### src/rtl/irqg_pkg.sv
package irqg_pkg;
  // Register offsets on the local register bus
  localparam int OFS_STATUS  = 0;
  localparam int OFS_MASK    = 1;
  localparam int OFS_ERRADR0 = 2;
endpackage

### src/rtl/irqg_ext_track.sv
module irqg_ext_track #(
  parameter int NUM_EXT = 16
) (
  input  logic               clk,
  input  logic               rst,
  input  logic [NUM_EXT-1:0] ext_irq,
  output logic [NUM_EXT-1:0] lvl_q,
  output logic [NUM_EXT-1:0] lvl_nxt
);
  // Level-following request bits: no software path can touch them
  assign lvl_nxt = ext_irq;

  always_ff @(posedge clk) begin
    if (rst) lvl_q <= '0;
    else     lvl_q <= lvl_nxt;
  end
endmodule

### src/rtl/irqg_err_bit.sv
module irqg_err_bit #(
  parameter int ADDR_W = 32
) (
  input  logic              clk,
  input  logic              rst,
  input  logic              err_evt,
  input  logic [ADDR_W-1:0] err_addr,
  input  logic              clr_req,
  output logic              flag_q,
  output logic              flag_nxt,
  output logic [ADDR_W-1:0] addr_q
);
  // Hardware set has priority over a software clear in the same cycle
  assign flag_nxt = err_evt | (flag_q & ~clr_req);

  // Address loads only when this event starts a new fault record
  logic load_addr;
  assign load_addr = err_evt & (~flag_q | clr_req);

  always_ff @(posedge clk) begin
    if (rst) begin
      flag_q <= 1'b0;
      addr_q <= '0;
    end else begin
      flag_q <= flag_nxt;
      if (load_addr) addr_q <= err_addr;
    end
  end
endmodule

### src/rtl/irqg_regfile.sv
module irqg_regfile
  import irqg_pkg::*;
#(
  parameter int DATA_W   = 32,
  parameter int ADDR_W   = 32,
  parameter int NUM_DMA  = 4,
  parameter int DMA_BASE = 16,
  parameter int REG_AW   = 3
) (
  input  logic                      clk,
  input  logic                      rst,
  input  logic                      reg_we,
  input  logic [REG_AW-1:0]         reg_addr,
  input  logic [DATA_W-1:0]         reg_wdata,
  input  logic [DATA_W-1:0]         status_q,
  input  logic [NUM_DMA*ADDR_W-1:0] err_addrs,
  output logic [NUM_DMA-1:0]        clr_req,
  output logic [DATA_W-1:0]         mask_q,
  output logic [DATA_W-1:0]         mask_nxt,
  output logic [DATA_W-1:0]         reg_rdata
);
  logic wr_status, wr_mask;
  assign wr_status = reg_we && (reg_addr == REG_AW'(OFS_STATUS));
  assign wr_mask   = reg_we && (reg_addr == REG_AW'(OFS_MASK));

  // Write-zero-to-clear: a 0 at a fault position requests a clear
  for (genvar c = 0; c < NUM_DMA; c++) begin : g_clr
    assign clr_req[c] = wr_status & ~reg_wdata[DMA_BASE+c];
  end

  assign mask_nxt = wr_mask ? reg_wdata : mask_q;

  logic [DATA_W-1:0] rd_mux;
  always_comb begin
    rd_mux = '0;
    if (reg_addr == REG_AW'(OFS_STATUS)) rd_mux = status_q;
    if (reg_addr == REG_AW'(OFS_MASK))   rd_mux = mask_q;
    for (int c = 0; c < NUM_DMA; c++) begin
      if (reg_addr == REG_AW'(OFS_ERRADR0 + c))
        rd_mux[ADDR_W-1:0] = err_addrs[c*ADDR_W +: ADDR_W];
    end
  end

  always_ff @(posedge clk) begin
    if (rst) begin
      mask_q    <= '0;
      reg_rdata <= '0;
    end else begin
      mask_q    <= mask_nxt;
      reg_rdata <= rd_mux;
    end
  end
endmodule

### src/rtl/irq_dma_gate.sv
module irq_dma_gate #(
  parameter int DATA_W   = 32,
  parameter int ADDR_W   = 32,
  parameter int NUM_EXT  = 16,
  parameter int NUM_DMA  = 4,
  parameter int DMA_BASE = 16,
  localparam int REG_AW  = $clog2(NUM_DMA + 2)
) (
  input  logic                      clk,
  input  logic                      rst,
  input  logic [NUM_EXT-1:0]        ext_irq,
  input  logic [NUM_DMA-1:0]        dma_err,
  input  logic [NUM_DMA*ADDR_W-1:0] dma_err_addr,
  input  logic                      reg_we,
  input  logic [REG_AW-1:0]         reg_addr,
  input  logic [DATA_W-1:0]         reg_wdata,
  output logic [DATA_W-1:0]         reg_rdata,
  output logic [NUM_DMA-1:0]        dma_run,
  output logic                      cpu_irq
);
  initial begin
    if (NUM_EXT > DMA_BASE || DMA_BASE + NUM_DMA > DATA_W || ADDR_W > DATA_W)
      $error("irq_dma_gate: bad field layout parameters");
  end

  logic [NUM_EXT-1:0]        ext_q, ext_nxt;
  logic [NUM_DMA-1:0]        flag_q, flag_nxt, clr_req;
  logic [NUM_DMA*ADDR_W-1:0] err_addrs;
  logic [DATA_W-1:0]         status_q, status_nxt, mask_q, mask_nxt;
  logic                      irq_q;

  irqg_ext_track #(.NUM_EXT(NUM_EXT)) u_ext (
    .clk(clk), .rst(rst), .ext_irq(ext_irq), .lvl_q(ext_q), .lvl_nxt(ext_nxt)
  );

  for (genvar c = 0; c < NUM_DMA; c++) begin : g_ch
    irqg_err_bit #(.ADDR_W(ADDR_W)) u_err (
      .clk     (clk),
      .rst     (rst),
      .err_evt (dma_err[c]),
      .err_addr(dma_err_addr[c*ADDR_W +: ADDR_W]),
      .clr_req (clr_req[c]),
      .flag_q  (flag_q[c]),
      .flag_nxt(flag_nxt[c]),
      .addr_q  (err_addrs[c*ADDR_W +: ADDR_W])
    );
  end

  always_comb begin
    status_q   = '0;
    status_nxt = '0;
    status_q[NUM_EXT-1:0]          = ext_q;
    status_nxt[NUM_EXT-1:0]        = ext_nxt;
    status_q[DMA_BASE +: NUM_DMA]   = flag_q;
    status_nxt[DMA_BASE +: NUM_DMA] = flag_nxt;
  end

  irqg_regfile #(
    .DATA_W(DATA_W), .ADDR_W(ADDR_W), .NUM_DMA(NUM_DMA),
    .DMA_BASE(DMA_BASE), .REG_AW(REG_AW)
  ) u_regs (
    .clk      (clk),
    .rst      (rst),
    .reg_we   (reg_we),
    .reg_addr (reg_addr),
    .reg_wdata(reg_wdata),
    .status_q (status_q),
    .err_addrs(err_addrs),
    .clr_req  (clr_req),
    .mask_q   (mask_q),
    .mask_nxt (mask_nxt),
    .reg_rdata(reg_rdata)
  );

  // Interrupt line registered from next-state values so it moves with status
  always_ff @(posedge clk) begin
    if (rst) irq_q <= 1'b0;
    else     irq_q <= |(status_nxt & mask_nxt);
  end

  assign cpu_irq = irq_q;
  assign dma_run = ~flag_q;
endmodule

### config.mk
export PLATFORM = sky130hd
export DESIGN_NAME = irq_dma_gate
export DESIGN_NICKNAME = d
export VERILOG_FILES = /design/src/rtl/irqg_pkg.sv /design/src/rtl/irqg_ext_track.sv /design/src/rtl/irqg_err_bit.sv /design/src/rtl/irqg_regfile.sv /design/src/rtl/irq_dma_gate.sv
export SDC_FILE = /design/constraint.sdc
export NUM_CORES = 1
export LEC_CHECK = 0
export CORE_MARGIN = 2
export CORE_UTILIZATION = 53
export CTS_CLUSTER_SIZE = 24
export DETAILED_ROUTE_END_ITERATION = 8
export PLACE_DENSITY = 0.82
export SYNTH_ARGS = -nofsm -noshare
export SYNTH_HDL_FRONTEND = slang
export SYNTH_HIERARCHICAL = 1
export SYNTH_SLANG_ARGS = --single-unit
### constraint.sdc
create_clock -name clk -period 7 [get_ports clk]
set_input_delay 2.1 -clock clk [delete_from_list [all_inputs] [get_ports clk]]
set_output_delay 2.1 -clock clk [all_outputs]
set_load 0.005 [all_outputs]
==> results of run 1 <==
==> registers in the layout, indices dropped and copies added (netlist names) <==
| register | count |
|---|---|
| g_ch.u_err/addr_q | 128 |
| u_regs/mask_q | 32 |
| u_regs/reg_rdata | 32 |
| u_ext/lvl_q | 16 |
| g_ch.u_err/flag_q | 4 |
| cpu_irq | 1 |
==> power by group through the flow <==
stage | sequential [mW] | clock (mW) | combinational (mW)
6_report | 1.31 | 1.22 | 0.445
5_1_grt | 1.32 | 1.28 | 0.472
3_5_place_dp | 1.34 | 0 | 0.437
3_3_place_gp | 1.34 | 0 | 0.434
4_1_cts | 1.31 | 1.23 | 0.441
2_1_floorplan | 1.33 | 0 | 0.264
==> cells by family (layout without fill, tap and decap cells) <==
family,after synthesis,after routing,synth area share (%)
flip-flops,213,213,40.1
AND/OR/NAND/NOR,376,376,24.9
buffers and inverters,127,279,7.45
other,1,12,0.0353
multiplexers,97,97,11.3
AO/OA/AOI/OAI,223,223,16.2
==> path summary, 6_finish.rpt <==
kind | cells after the start | slack [ns] | endpoint
hold reg to reg | 2 | 0.46 | g_ch[0].u_err/addr_q[30]
hold / removal | 2 | 0.46 | g_ch[0].u_err/addr_q[30]
setup reg to reg | 3 | 5.40 | g_ch[2].u_err/addr_q[25]
setup / recovery | 8 | 2.43 | cpu_irq
==> metrics by stage <==
stage          cells  hold WS [ns]
2_1_floorplan   1048         0.438
3_3_place_gp    1425         0.448
3_5_place_dp    1425         0.455
4_1_cts         1465         0.466
5_1_grt         1465         0.474
6_report        1465         0.465
==> synthesized netlist by cell type, drive strengths merged, types with 2 or more instances <==
cell type / count
and2: 4
a22o: 5
inv: 5
a221oi: 6
a22oi: 16
nor2b: 18
o221ai: 15
o21ai: 140
nand2b: 133
clkbuf: 37
and2b: 36
nand3: 4
a211oi: 31
nor2: 36
nand4b: 124
nand2: 16
mux2i: 2
buf: 85
dfxtp: 213
mux2: 95
a21oi: 4
a21bo: 4
==> cell type report <==
class                           count  area, um2  share of cell area (%)
Clock inverter                      9       95.1                   0.713
Clock buffer                       31        666                    4.99
Timing Repair Buffer              234       2320                    17.4
Sequential cell                   213       4260                    32.0
Tap cell                          265        332                    2.49
Multi-Input combinational cell    708       5630                    42.3
Inverter                            5       18.8                   0.141
==> layer usage <==
layer	global-route usage [%]	vias up	wire length, um
met5	0	-	0
met4	8.97	0	897
met3	4.20	47	2580
met2	42.4	400	13500
met1	38.2	4082	13100
li1	-	4001	-
==> worst min-delay path, stage by stage, from the launching register on <==
cell and delay [ns]:
dfxtp_1 0.31, nand2b_1 0.06, o21ai_1 0.05
==> results.sh, run 1 <==
export IMPL_status="completed"
export IMPL_final_hold_viol_count=0
export IMPL_critPathLaunchType="input port"
export IMPL_period_needed_ns=4.57
export IMPL_grt_usage_pct=27.0
export IMPL_ant_nets=0
export IMPL_yosysWarningCount=6
export IMPL_clock_sinks=213
export IMPL_fin_skew_ns=0.0139
export IMPL_min_period_over_period_pct=65.3
export IMPL_vias=8530
export IMPL_drt_iter0_drc=678
export IMPL_synth_seq_cells=213
export IMPL_final_area_um2=13300
export IMPL_leakage_nw=4.93
export IMPL_post_route_util_pct=68.1
export IMPL_pre_cts_ws_ns=1.97
export IMPL_grt_max_degree=182
export IMPL_fmax_mhz=219
export IMPL_final_nets=1370
export IMPL_portBuffers=222
export IMPL_die_area_um2=21200
export IMPL_drive_above_1_share_pct=22.5
export IMPL_critPathBufInv=2
export IMPL_wl_um=30100
export IMPL_syn_avg_cell_area_um2=10.3
export IMPL_initial_utilization_pct=54.3
export IMPL_die_y_um=146
export IMPL_vdd_ir_drop_max_v=0.000137
export IMPL_cp_top_family="simple AND/OR/NAND/NOR gates"
export IMPL_clk_pin_slew_ns=0.06
export IMPL_io_pins=223
export IMPL_drc=0
export IMPL_cts_setup_buffers=0
export IMPL_antenna_found_initial=0
export IMPL_tightest_slew_ns=1.04
export IMPL_p_sw_uw=728
export IMPL_clkPwrFrac_pct=40.9
export IMPL_synth_enable_flop_cells=0
export IMPL_finalMaxSlewViolations=0
export IMPL_crit_start="reg_addr[1]"
export IMPL_arrival_ns=4.93
export IMPL_critPathSlowestCell="nor4bb_4"
export IMPL_p_seq_share_pct=44.1
export IMPL_nFillCells=1508
export IMPL_rr_startpoint="g_ch[2].u_err/flag_q"
export IMPL_clk_latency_ns=0.51
export IMPL_maxCapViolCount=0
export IMPL_cts_resized=0
export IMPL_die_w_um=146
export IMPL_power_density_nw_per_um2=223
export IMPL_place_area_um2=12600
export IMPL_clock_path_buffers=3
export IMPL_postCtsHoldBufs=0
export IMPL_crit_chain="clkdlybuf4s50_1 > nor4bb_4 > buf_12 > mux2_4 > a22o_1 > a221oi_2 > and3_1 > a31oi_1"
export IMPL_grt_overflow_total=0
export IMPL_synthArstFlopShare_pct=0
export IMPL_netlist_area_leader_share_pct=40.1
export IMPL_maxSlewHeadroom_pct=30.3
export IMPL_dp_hpwl_um=20700
export IMPL_grt_pass1_vias=8060
export IMPL_synth_cell_types=42
export IMPL_core_um2=19600
export IMPL_most_common_layout_cells="clkdlybuf4s50_1, dfxtp_1, nand2b_1"
export IMPL_tns_ns=0
export IMPL_num_antenna_cells=0
export IMPL_syn2layout_area_growth_pct=25.4
export IMPL_grt_pass1_wl_um=45700
export IMPL_intPower_mw=2.25
export IMPL_yosysSeqAreaShare_pct=40.1
export IMPL_synth_top_area_cell="dfxtp_1"
export IMPL_routedWlPerCell_um=20.6
export IMPL_hp_start="g_ch[0].u_err/addr_q[30]"
export IMPL_max_stage_delay_ns=0.82
export IMPL_gp_congestion=0.844
export IMPL_swShare_pct=24.5
export IMPL_finalSetupViolCount=0
export IMPL_drtPass1Iterations=5
export IMPL_crit_required_ns=7.36
export IMPL_netlist_area_um2=10600
export IMPL_numCtsBuffers=22
export IMPL_final_common_cell="clkdlybuf4s50_1"
export IMPL_path_class="input port to flop"
export IMPL_synth_cells=1037
export IMPL_hp_class="flop to flop"
export IMPL_rsz0062_at_grt="no"
export IMPL_rows=51
export IMPL_cts_tree="yes"
export IMPL_timing_final_ws_setup_ns=2.43
export IMPL_synth_ff_type="dfxtp_1"
export IMPL_cp_end_kind="flop"
export IMPL_fin_total_pwr_mw=2.98
export IMPL_synth_area_leaders="dfxtp_1, nand4b_1, nand2b_1, o21ai_2, mux2_2"
export IMPL_viasPerCell=5.82
export IMPL_cts_root_buf="clkbuf_16"
export IMPL_power_frac_comb_pct=15.0
export IMPL_crit_fanout=26
export IMPL_cts_htree_levels=1
(Power assumes the default switching activity.)
==> run 2: changes to the inputs <==
Settings changed: CORE_UTILIZATION 53 to 47, PLACE_DENSITY 0.82 to 0.77.
Clock period 7 ns to 3.71 ns, I/O delays scaled along.
==> results.sh, run 2 (synthesized netlist as in run 1, its figures left out) <==
export IMPL_max_stage_delay_ns=0.69
export IMPL_grt_overflow_total=0
export IMPL_drive_above_1_share_pct=23.1
export IMPL_maxSlewHeadroom_pct=53.6
export IMPL_regMostFlops="g_ch.u_err/addr_q"
export IMPL_final_common_cell="clkdlybuf4s50_1"
export IMPL_grt_pass1_wl_um=46700
export IMPL_placed_cells=1462
export IMPL_postCtsHoldBufs=0
export IMPL_drtPass1Iterations=5
export IMPL_initial_utilization_pct=47.4
export IMPL_cp_end_kind="flop"
export IMPL_wl_um=31000
export IMPL_largest_reg_flops=128
export IMPL_status="completed"
export IMPL_clock_path_buffers=3
export IMPL_final_nets=1388
export IMPL_routedWlPerCell_um=20.7
export IMPL_core_um2=22400
export IMPL_tns_ns=0
export IMPL_vias=8409
export IMPL_grt_pass1_vias=8174
export IMPL_hp_class="flop to flop"
export IMPL_cts_tree="yes"
export IMPL_drc=0
export IMPL_path_class="input port to flop"
export IMPL_antenna_found_initial=2
export IMPL_cts_root_buf="clkbuf_16"
export IMPL_die_area_um2=23800
export IMPL_tightest_slew_ns=0.696
export IMPL_cts_setup_buffers=0
export IMPL_crit_fanout=7
export IMPL_rsz0062_at_grt="no"
export IMPL_multi_input_area_um2=5630
export IMPL_post_route_util_pct=60.2
export IMPL_dp_hpwl_um=21700
export IMPL_portBuffers=222
export IMPL_critPathSlowestCell="or4b_1"
export IMPL_gp_congestion=0.880
export IMPL_crit_chain="clkdlybuf4s50_1 > or4b_1 > nor2_1 > nand2b_4 > nand2b_1 > a22o_1 > a221oi_1 > a31oi_1"
export IMPL_drt_iter0_drc=686
export IMPL_power_density_nw_per_um2=409
export IMPL_final_cells=1502
export IMPL_min_period_over_period_pct=80.8
export IMPL_grt_max_degree=112
export IMPL_grt_usage_pct=24.9
export IMPL_die_y_um=154
export IMPL_fin_skew_ns=0.00610
export IMPL_crit_required_ns=4.07
export IMPL_period_needed_ns=3.00
export IMPL_maxCapViolCount=0
export IMPL_cts_htree_levels=1
export IMPL_vdd_ir_drop_max_v=0.000236
export IMPL_ant_nets=0
export IMPL_fmax_mhz=334
export IMPL_clk_pin_slew_ns=0.06
export IMPL_min_path_cells=2
export IMPL_timing_final_ws_setup_ns=0.713
export IMPL_pre_cts_ws_ns=0.256
export IMPL_leakage_nw=5.01
export IMPL_clk_latency_ns=0.50
export IMPL_cts_resized=0
export IMPL_final_hold_viol_count=0
export IMPL_die_w_um=154
export IMPL_io_pins=223
export IMPL_reg2reg_depth=4
export IMPL_finalMaxSlewViolations=0
export IMPL_viasPerCell=5.60
export IMPL_hold_ws_ns=0.465
export IMPL_finalSetupViolCount=0
export IMPL_arrival_ns=3.36
export IMPL_numCtsBuffers=23
export IMPL_critPathLaunchType="input port"
export IMPL_most_common_layout_cells="clkdlybuf4s50_1, dfxtp_1, nand2b_1"
export IMPL_syn2layout_area_growth_pct=27.1
export IMPL_ff_latch_area_um2=4260
export IMPL_nFillCells=1876
export IMPL_top_regs="g_ch.u_err/addr_q x128, u_regs/mask_q x32, u_regs/reg_rdata x32"
export IMPL_clock_sinks=213
export IMPL_rows=55
## run 2: cell count changes in the layout (fill, tap and decap cells not counted), sizes merged
cell	before	now
buf	14	31
bufinv	2	0
clkbuf	31	35
clkinv	7	3
diode	0	2
## run 2: final timing paths
| kind | startpoint | endpoint | slack [ns] |
|---|---|---|---|
| min | g_ch[1].u_err/addr_q[29] | g_ch[1].u_err/addr_q[29] | 0.46 |
| max reg2reg | u_regs/mask_q[4] | cpu_irq | 2.27 |
| min reg2reg | g_ch[1].u_err/addr_q[29] | g_ch[1].u_err/addr_q[29] | 0.46 |
| max | reg_addr[1] | cpu_irq | 0.71 |
## run 2: power breakdown
part           internal (mW)  switching [mW]  total [mW]
clock                   1.25           0.916        2.17
sequential              2.41          0.0644        2.48
combinational          0.466           0.406       0.873
total                   4.13            1.39        5.52
## run 2: per-stage QoR
step	instance area (um2)	total power, mW
floorplan	10700	3.01
global placement	12800	3.38
detailed placement	12800	3.39
CTS	13500	5.54
global route	13500	5.69
finish	13500	5.52
## run 2: final cells by class
class	instances	area share, %
flip-flops and latches	213	31.6
well taps	285	2.64
diodes	2	0.0370
repair buffers	251	18.8
multi-input cells	708	41.7
clock buffers	35	5.04
inverters	5	0.139
clock inverters	3	0.111
## run 2: metal layers
layer / routed length, um / share of wire [%] / vias to the layer above / GRT usage, %
li1: - / - / 4041 / -
met1: 14000 / 45 / 4004 / 35.4
met5: 0 / 0 / - / 0
met3: 2150 / 6.9 / 49 / 3.70
met4: 930 / 3.0 / 0 / 8.42
met2: 14000 / 45 / 315 / 38.9
## run 2: critical path: cells and delay by family
kind	cells	cell delay [ns]
compound gates	3	0.60
buf+inv	1	0.50
simple gates	4	1.14
==> run 3: changes to the inputs <==
Settings changed: CORE_UTILIZATION 47 to 52, PLACE_DENSITY 0.77 to 0.81.
Clock period 3.71 ns to 2.8 ns, I/O delays scaled along.
==> results.sh, run 3 (synthesized netlist as in run 1, its figures left out) <==
export IMPL_status="completed"
export IMPL_leakage_nw=5.25
export IMPL_fin_skew_ns=0.00496
export IMPL_cp_end_kind="flop"
export IMPL_regMostFlops="g_ch.u_err/addr_q"
export IMPL_vias=8683
export IMPL_power_density_nw_per_um2=555
export IMPL_nFillCells=1516
export IMPL_crit_required_ns=3.17
export IMPL_final_area_um2=13900
export IMPL_place_area_um2=13100
export IMPL_maxSlewHeadroom_pct=54.8
export IMPL_grt_pass1_wl_um=48000
export IMPL_rsz0062_at_grt="no"
export IMPL_die_w_um=147
export IMPL_io_pins=223
export IMPL_num_antenna_cells=0
export IMPL_finalSetupViolCount=0
export IMPL_antenna_found_initial=0
export IMPL_cts_tree="yes"
export IMPL_syn2layout_area_growth_pct=31.2
export IMPL_dp_hpwl_um=22300
export IMPL_numCtsBuffers=22
export IMPL_largest_reg_flops=128
export IMPL_period_needed_ns=2.73
export IMPL_drt_iter0_drc=657
export IMPL_hp_class="flop to flop"
export IMPL_clock_path_buffers=3
export IMPL_final_nets=1414
export IMPL_grt_pass1_vias=8599
export IMPL_routedWlPerCell_um=20.8
export IMPL_rows=52
export IMPL_ff_latch_area_um2=4260
export IMPL_grt_usage_pct=28.2
export IMPL_cts_root_buf="clkbuf_16"
export IMPL_min_period_over_period_pct=97.5
export IMPL_grt_max_degree=108
export IMPL_maxCapViolCount=0
export IMPL_finalMaxSlewViolations=0
export IMPL_gp_congestion=0.884
export IMPL_core_um2=20200
export IMPL_vdd_ir_drop_max_v=0.000343
export IMPL_grt_overflow_total=0
export IMPL_tightest_slew_ns=0.678
export IMPL_die_area_um2=21600
export IMPL_portBuffers=222
export IMPL_multi_input_area_um2=5630
export IMPL_post_route_util_pct=69.2
export IMPL_drive_above_1_share_pct=25.2
export IMPL_die_y_um=147
export IMPL_most_common_layout_cells="clkdlybuf4s50_1, dfxtp_1, nand2b_1"
export IMPL_cts_htree_levels=1
export IMPL_drtPass1Iterations=5
export IMPL_viasPerCell=5.74
export IMPL_path_class="input port to flop"
export IMPL_hold_ws_ns=0.463
export IMPL_crit_fanout=10
export IMPL_drc=0
export IMPL_ant_nets=0
export IMPL_cts_resized=0
export IMPL_clk_latency_ns=0.50
export IMPL_fmax_mhz=366
export IMPL_top_regs="g_ch.u_err/addr_q x128, u_regs/mask_q x32, u_regs/reg_rdata x32"
export IMPL_final_hold_viol_count=0
export IMPL_wl_um=31500
export IMPL_initial_utilization_pct=52.7
export IMPL_final_common_cell="clkdlybuf4s50_1"
export IMPL_clock_sinks=213
export IMPL_critPathLaunchType="input port"
export IMPL_clk_pin_slew_ns=0.06
export IMPL_arrival_ns=3.10
## run 3: cell count changes in the layout (fill, tap and decap cells not counted), sizes merged
cell    change
clkbuf      -2
clkinv      +1
diode       -2
bufinv      +4
buf        +26
## run 3: area by class of cell
| class | instances | area share [%] |
|---|---|---|
| multi-input cells | 708 | 40.4 |
| flip-flops and latches | 213 | 30.6 |
| repair buffers | 278 | 20.7 |
| clock buffers | 32 | 4.80 |
| well taps | 270 | 2.42 |
| clock inverters | 8 | 1.00 |
| inverters | 5 | 0.135 |
## run 3: critical path, cell delays in order
cell and delay, ns:
clkdlybuf4s50_1 0.51, nor4bb_4 0.32, buf_4 0.20, buf_12 0.16, mux2_4 0.31, a22o_1 0.22
a221oi_2 0.18, and3_1 0.24, a31oi_1 0.10
## run 3: power by group
group,internal (mW),total [mW],switching [mW]
registers,3.20,3.29,0.0859
clock network,2.02,3.24,1.21
logic,0.668,1.22,0.556
total,5.89,7.75,1.85
## run 3: worst paths after layout
kind	endpoint	slack (ns)	cells after the start	from
setup reg to reg	cpu_irq	1.34	5	u_regs/mask_q[2]
hold reg to reg	g_ch[1].u_err/addr_q[29]	0.46	2	g_ch[1].u_err/addr_q[29]
setup / recovery	cpu_irq	0.07	9	reg_addr[2]
hold / removal	g_ch[1].u_err/addr_q[29]	0.46	2	g_ch[1].u_err/addr_q[29]
## run 3: timing repair
| item | in CTS | in global routing |
|---|---|---|
| setup endpoints to repair | 0 | 1 |
| hold buffers | 0 | 0 |
| endpoints found under the hold margin | 0 | 0 |
| buffers inserted | 0 | 1 |
## run 3: stage by stage
step | TNS (ns) | std cells | setup WS [ns] | power, mW
floorplan | 0 | 1048 | 0.124 | 3.99
global placement | -26.63 | 1472 | -0.364 | 4.53
detailed placement | -27.96 | 1472 | -0.410 | 4.55
CTS | 0 | 1512 | 0.0605 | 7.77
global route | 0 | 1514 | 0.00489 | 8.01
finish | 0 | 1514 | 0.0692 | 7.75
## run 3: routing by layer
metal  track usage (%)  routed length, um
met1              38.5              13600
met2              45.2              14200
met3              3.76               2280
met4              12.1               1410
met5                 0                  0
